--- src/rtl/btn_repeat_pkg.sv ---
package btn_repeat_pkg;

  typedef enum logic [1:0] {
    REQ_NONE = 2'd0,
    REQ_UP   = 2'd1,
    REQ_DOWN = 2'd2
  } req_e;

  typedef enum logic [1:0] {
    ST_IDLE   = 2'd0,
    ST_SETTLE = 2'd1,
    ST_HELD   = 2'd2,
    ST_REPEAT = 2'd3
  } state_e;

  typedef enum logic [1:0] {
    LIM_SETTLE = 2'd0,
    LIM_HOLD   = 2'd1,
    LIM_RATE   = 2'd2
  } lim_e;

  // strobes from control to datapath
  typedef struct packed {
    logic cntClr;
    logic cntInc;
    lim_e limSel;
    logic fire;
  } ctrl_s;

endpackage

--- src/rtl/btn_repeat_dp.sv ---
module btn_repeat_dp
  import btn_repeat_pkg::*;
#(
  parameter int DEBOUNCE_TICKS = 13,
  parameter int HOLD_TICKS     = 410,
  parameter int RATE_TICKS     = 47
) (
  input  logic  clk,
  input  logic  rstN,
  input  logic  tickEn,
  input  logic  upReq,
  input  logic  downReq,
  input  ctrl_s ctrl,
  output req_e  reqNow,
  output logic  limitHit,
  output logic  stepValid,
  output logic  stepUp
);

  localparam int MAX_A  = (DEBOUNCE_TICKS > HOLD_TICKS) ? DEBOUNCE_TICKS : HOLD_TICKS;
  localparam int MAX_T  = (MAX_A > RATE_TICKS) ? MAX_A : RATE_TICKS;
  localparam int CW     = (MAX_T < 2) ? 1 : $clog2(MAX_T);
  localparam logic [CW-1:0] SETTLE_LAST = CW'(DEBOUNCE_TICKS - 1);
  localparam logic [CW-1:0] HOLD_LAST   = CW'(HOLD_TICKS - 1);
  localparam logic [CW-1:0] RATE_LAST   = CW'(RATE_TICKS - 1);

  logic [CW-1:0] tickCnt;
  logic [CW-1:0] curLast;
  req_e          reqDec;

  // decode the two request levels; both at once counts as none
  always_comb begin
    unique case ({upReq, downReq})
      2'b10:   reqDec = REQ_UP;
      2'b01:   reqDec = REQ_DOWN;
      default: reqDec = REQ_NONE;
    endcase
  end

  always_ff @(posedge clk or negedge rstN) begin
    if (!rstN) reqNow <= REQ_NONE;
    else       reqNow <= reqDec;
  end

  always_comb begin
    unique case (ctrl.limSel)
      LIM_HOLD: curLast = HOLD_LAST;
      LIM_RATE: curLast = RATE_LAST;
      default:  curLast = SETTLE_LAST;
    endcase
  end

  assign limitHit = (tickCnt == curLast);

  always_ff @(posedge clk or negedge rstN) begin
    if (!rstN)             tickCnt <= '0;
    else if (ctrl.cntClr)  tickCnt <= '0;
    else if (ctrl.cntInc)  tickCnt <= tickCnt + 1'b1;
  end

  always_ff @(posedge clk or negedge rstN) begin
    if (!rstN) begin
      stepValid <= 1'b0;
      stepUp    <= 1'b0;
    end else begin
      stepValid <= ctrl.fire;
      if (ctrl.fire) stepUp <= (reqNow == REQ_UP);
    end
  end

  AST_STEP_ON_TICK: assert property (@(posedge clk) disable iff (!rstN)
    stepValid |-> $past(tickEn)) else $error("step without tick");

  AST_STEP_HAS_REQ: assert property (@(posedge clk) disable iff (!rstN)
    stepValid |-> $past(reqNow != REQ_NONE)) else $error("step with no request");

  AST_CNT_BOUND: assert property (@(posedge clk) disable iff (!rstN)
    ctrl.cntInc |-> !limitHit) else $error("counter passed limit");

endmodule

--- src/rtl/btn_repeat_ctrl.sv ---
module btn_repeat_ctrl
  import btn_repeat_pkg::*;
(
  input  logic  clk,
  input  logic  rstN,
  input  logic  sleepEn,
  input  logic  tickEn,
  input  req_e  reqNow,
  input  logic  limitHit,
  output ctrl_s ctrl
);

  state_e state, stateNxt;
  req_e   heldReq, heldNxt;

  always_comb begin
    stateNxt    = state;
    heldNxt     = heldReq;
    ctrl        = '0;
    unique case (state)
      ST_HELD:   ctrl.limSel = LIM_HOLD;
      ST_REPEAT: ctrl.limSel = LIM_RATE;
      default:   ctrl.limSel = LIM_SETTLE;
    endcase
    if (sleepEn) begin
      stateNxt    = ST_IDLE;
      heldNxt     = REQ_NONE;
      ctrl.cntClr = 1'b1;
    end else if (reqNow != heldReq) begin
      heldNxt     = reqNow;
      ctrl.cntClr = 1'b1;
      stateNxt    = (reqNow == REQ_NONE) ? ST_IDLE : ST_SETTLE;
    end else if (state != ST_IDLE && tickEn) begin
      if (limitHit) begin
        ctrl.fire   = 1'b1;
        ctrl.cntClr = 1'b1;
        stateNxt    = (state == ST_SETTLE) ? ST_HELD : ST_REPEAT;
      end else begin
        ctrl.cntInc = 1'b1;
      end
    end
  end

  always_ff @(posedge clk or negedge rstN) begin
    if (!rstN) begin
      state   <= ST_IDLE;
      heldReq <= REQ_NONE;
    end else begin
      state   <= stateNxt;
      heldReq <= heldNxt;
    end
  end

  AST_NONE_GOES_IDLE: assert property (@(posedge clk) disable iff (!rstN)
    (reqNow == REQ_NONE) |=> (state == ST_IDLE)) else $error("active without request");

  AST_SLEEP_IDLE: assert property (@(posedge clk) disable iff (!rstN)
    sleepEn |=> (state == ST_IDLE && heldReq == REQ_NONE)) else $error("sleep not idle");

  AST_NO_FIRE_IDLE: assert property (@(posedge clk) disable iff (!rstN)
    (state == ST_IDLE) |-> !ctrl.fire) else $error("fire while idle");

endmodule

--- src/rtl/btn_repeat.sv ---
module btn_repeat
  import btn_repeat_pkg::*;
#(
  parameter int DEBOUNCE_TICKS = 13,
  parameter int HOLD_TICKS     = 410,
  parameter int RATE_TICKS     = 47
) (
  input  logic clk,
  input  logic rstN,
  input  logic tickEn,
  input  logic sleepEn,
  input  logic upReq,
  input  logic downReq,
  output logic stepValid,
  output logic stepUp
);

  ctrl_s ctrl;
  req_e  reqNow;
  logic  limitHit;

  btn_repeat_dp #(
    .DEBOUNCE_TICKS(DEBOUNCE_TICKS),
    .HOLD_TICKS    (HOLD_TICKS),
    .RATE_TICKS    (RATE_TICKS)
  ) u_dp (
    .clk      (clk),
    .rstN     (rstN),
    .tickEn   (tickEn),
    .upReq    (upReq),
    .downReq  (downReq),
    .ctrl     (ctrl),
    .reqNow   (reqNow),
    .limitHit (limitHit),
    .stepValid(stepValid),
    .stepUp   (stepUp)
  );

  btn_repeat_ctrl u_ctrl (
    .clk     (clk),
    .rstN    (rstN),
    .sleepEn (sleepEn),
    .tickEn  (tickEn),
    .reqNow  (reqNow),
    .limitHit(limitHit),
    .ctrl    (ctrl)
  );

  AST_SLEEP_QUIET: assert property (@(posedge clk) disable iff (!rstN)
    sleepEn |=> !stepValid) else $error("step during sleep");

  AST_ONE_CYCLE: assert property (@(posedge clk) disable iff (!rstN)
    stepValid |=> !stepValid) else $error("strobe too wide");

endmodule

--- config.mk ---
export PLATFORM = sky130hd
export DESIGN_NAME = btn_repeat
export DESIGN_NICKNAME = d
export VERILOG_FILES = /design/src/rtl/btn_repeat_pkg.sv /design/src/rtl/btn_repeat_dp.sv /design/src/rtl/btn_repeat_ctrl.sv /design/src/rtl/btn_repeat.sv
export SDC_FILE = /design/constraint.sdc
export NUM_CORES = 1
export LEC_CHECK = 0
export ABC_CLOCK_PERIOD_IN_PS = 2000
export BUFFER_PORTS_ARGS = -buffer_cell sky130_fd_sc_hd__clkbuf_2
export CAP_MARGIN = 20
export CORE_UTILIZATION = 43
export DETAILED_ROUTE_END_ITERATION = 10
export PLACE_DENSITY = 0.64
export SETUP_SLACK_MARGIN = 0.3
export SLEW_MARGIN = 40
export SYNTH_ARGS = -nofsm -noshare
export SYNTH_HDL_FRONTEND = slang
export SYNTH_SLANG_ARGS = --single-unit
--- constraint.sdc ---
create_clock -name clk -period 2 [get_ports clk]
set_input_delay 0.3 -clock clk [delete_from_list [all_inputs] [get_ports clk]]
set_output_delay 0.3 -clock clk [all_outputs]
set_load 0.01 [all_outputs]
==> metrics.md <==
| Metric | Value |
|---|---|
| Status | `finished, final reports clean` |
| Routed via count | `roughly 740` |
| Worst slack at placement | `between 0.2 and 0.25 ns` |
| Endpoint class of the critical path | `register` |
| Cell Area, Placed | `1000 um2` |
| Worst path bufs/invs | `0` |
| Pwr/cell area | `~520 mW/mm2` |
| Max-slew violation count | `0` |
| Via/cell ratio | `5.29` |
| H-tree levels | `1` |
| Sink Count | `17` |
| # port buffers | `7` |
| Worst EP required | `between 2 and 2.5 ns` |
| Vias in the first global route | `776` |
| Hold Vio Cnt, Final | `0` |
| Chip width | `~49 um` |
| CP Cell Sequence | `xor2_1 > or3_4 > nor4_4 > mux2_4` |
| Wire per inst | `14.1 um` |
| Synth Flop Type | `dfrtp_1` |
| Worst-skew pair later-pin latency | `0.30 ns` |
| Hold_ws | `0.157 ns` |
| Setup Viol. Count Final | `0` |
| Finished Layout Cells | `139` |
| Number of flops mapped to enable cells by yosys | `0` |
| Num CTS Buffers | `3` |
| Yosys warnings | `0` |
| Grt ovf | `0` |
| Max-Cap Viols | `0` |
| Top delay family on crit path | `simple AND/OR/NAND/NOR gates` |
| Ys async rst share | `between 90% and 100%` |
| Lkg Pwr | `between 0.5 and 0.6 nW` |
| Share of the synthesized area in the top cell type | `between 40 and 50%` |
| Worst Slack Setup Final | `around 0.29 ns` |
| Total Power | `just over 0.6 mW` |
| Syn_area_per_cell | `approximately 11 um2` |
| Global-route total usage across every layer | `between 20% and 30%` |
| Crit-path max FO | `3` |
| # IOs | `8` |
| Total Wirelength | `about 2000 um` |
| Final period utilization | `roughly 86%` |
| Slew margin rel. | `67.3%` |
| Fraction of layout cells with a size suffix above 1 | `34.8%` |
| Tmin final | `approximately 1.7 ns` |
| Max Buffers Root-to-Sink | `2` |
| RSZ-0062 raised after global routing | `yes` |
| Detail Placement HPWL | `1270 um` |
| NumNets Final | `between 100 and 150` |
| Area contributors post-synth | `dfrtp_1, xnor2_1, nor2_1` |
| Cells after DPL | `around 120` |
| Clk_skew | `a little over 0.01 ns` |
| Setup Crit Path Kind | `register to register` |
| Core box area | `approximately 0.0020 mm2` |
| HP Class | `input port to register` |
| First-pass GRT wire length | `roughly 3500 um` |
| Cell variety after synth | `33` |
| Largest area contributor in the netlist | `dfrtp_1` |
| Worst path max stage delay | `0.42 ns` |
| Critical Path Slowest Stage Cell | `dfrtp_1` |
| Setup total negative slack | `0 ns` |
| DRT iter0 DRCs | `14` |
| ANT nets after route | `0` |
| Synth Register Bits | `17` |
| Cells after Synth | `88` |
| F_max | `a little under 600 MHz` |
| Residual DRC | `0` |
| Post-layout instance area | `between 0.001 and 0.0015 mm2` |
| Peak supply drop | `about 0.00035 V` |
| Sequential fraction of the synthesis area | `45.7%` |
| Global placer's final weighted congestion | `0.812` |
| DIE AREA | `0.00236 mm2` |
| Crit path launch type | `register` |
| Rows | `16` |
| Initial antenna violation count | `0` |
| Root Buffer | `clkbuf_4` |
| CP Data Arrival Time | `around 1.9 ns` |
| Slew @ Worst Pin | `0.487 ns` |
| Starting Density | `46.5%` |
| Largest net degree at the start of global routing | `18` |
| Antenna Cells | `0` |
| Area growth, synth to finish | `24.3%` |
| CTS tree | `yes` |
| Syn_nets | `95` |
| Core Util, Final | `a little under 60%` |
| Clock transition at path regs | `~0.11 ns` |
| Die Y | `a little under 50 um` |
| DR pass1 iterations | `4` |
| Synthesized cell area | `a little over 900 um2` |
[path summary, 6_finish.rpt]
path                                    from         endpoint  slack [ns]  cells past startpoint
min reg2reg                      u_dp.stepUp      u_dp.stepUp        0.52                      1
max reg2reg                u_ctrl.heldReq[0]      u_dp.stepUp        0.29                      4
min in group asynchronous               rstN   u_dp.stepValid        0.45                      2
min                                    upReq   u_dp.reqNow[1]        0.16                      2
max in group asynchronous               rstN  u_dp.tickCnt[4]        1.24                      2
max                        u_ctrl.heldReq[0]      u_dp.stepUp        0.29                      4
[flip-flops by register name (all words and copies together), names as in the netlist]
name and flops:
u_ctrl.heldReq 2, u_ctrl.state 2, u_dp.reqNow 2, u_dp.stepUp 1, u_dp.tickCnt 9, u_dp.stepValid 1
[routing by layer]
| metal | vias up | track usage, % | share of wire (%) |
|---|---|---|---|
| met1 | 346 | 25.1 | 47 |
| li1 | 366 | - | - |
| met2 | 19 | 33.1 | 47 |
| met4 | 0 | 12.3 | 2.3 |
| met3 | 4 | 3.77 | 3.6 |
| met5 | - | 0 | 0 |
[kinds of logic (layout without fill, tap and decap cells)]
kind of cell	after synthesis	after routing	synth area share, %
compound gates	18	18	17.1
xor+xnor	9	9	8.47
fa+ha+maj	1	1	1.34
buf+inv	3	27	1.21
flops	17	17	45.7
mux	1	1	1.21
simple gates	39	39	25.0
[repair_timing]
item | 4_1_cts | 5_1_grt
resized for setup | 8 | 4
hold endpoints to repair | 17 | 0
setup buffers | 8 | 4
hold buffers | 1 | 0
pin swaps | 4 | 4
endpoints found under the setup margin | 1 | 10
[where the power goes]
group	total (mW)	switching, mW	leakage, nW	internal [mW]
Sequential	0.359	0.00908	0.223	0.350
Clock	0.188	0.113	0.0177	0.0746
Combinational	0.0589	0.0309	0.269	0.0280
Total	0.605	0.153	0.510	0.452
[Yosys cell counts (all sizes together), types with 3 or more instances]
master and count:
dfrtp 17, nor2 10, nand2 9, nor2b 5, xnor2 5, nor3 4, xor2 4, inv 3
nor4 3, o21ai 3, o31ai 3
[cells in the final DEF, fill, tap and decap left out, types with 2 or more instances in the layout]
cell type	count
clkbuf_4	3
buf_4	12
nand2_1	9
o21ai_0	3
nor4_1	2
xor2_1	4
inv_1	3
nor3_1	4
dfrtp_1	11
clkbuf_2	7
o31ai_1	2
xnor2_1	5
o21a_1	2
nor2b_1	5
dfrtp_2	6
a21oi_1	2
nor2_1	10
[cell type report]
type,count,area [um2]
clock buffer,3,22.5
tap,27,33.8
clock inverter,1,5.00
multi-input combinational,68,517
timing repair buffer,20,135
sequential,17,433
inverter,3,11.3
fill,178,845
Power figures use the tool's default switching activity.
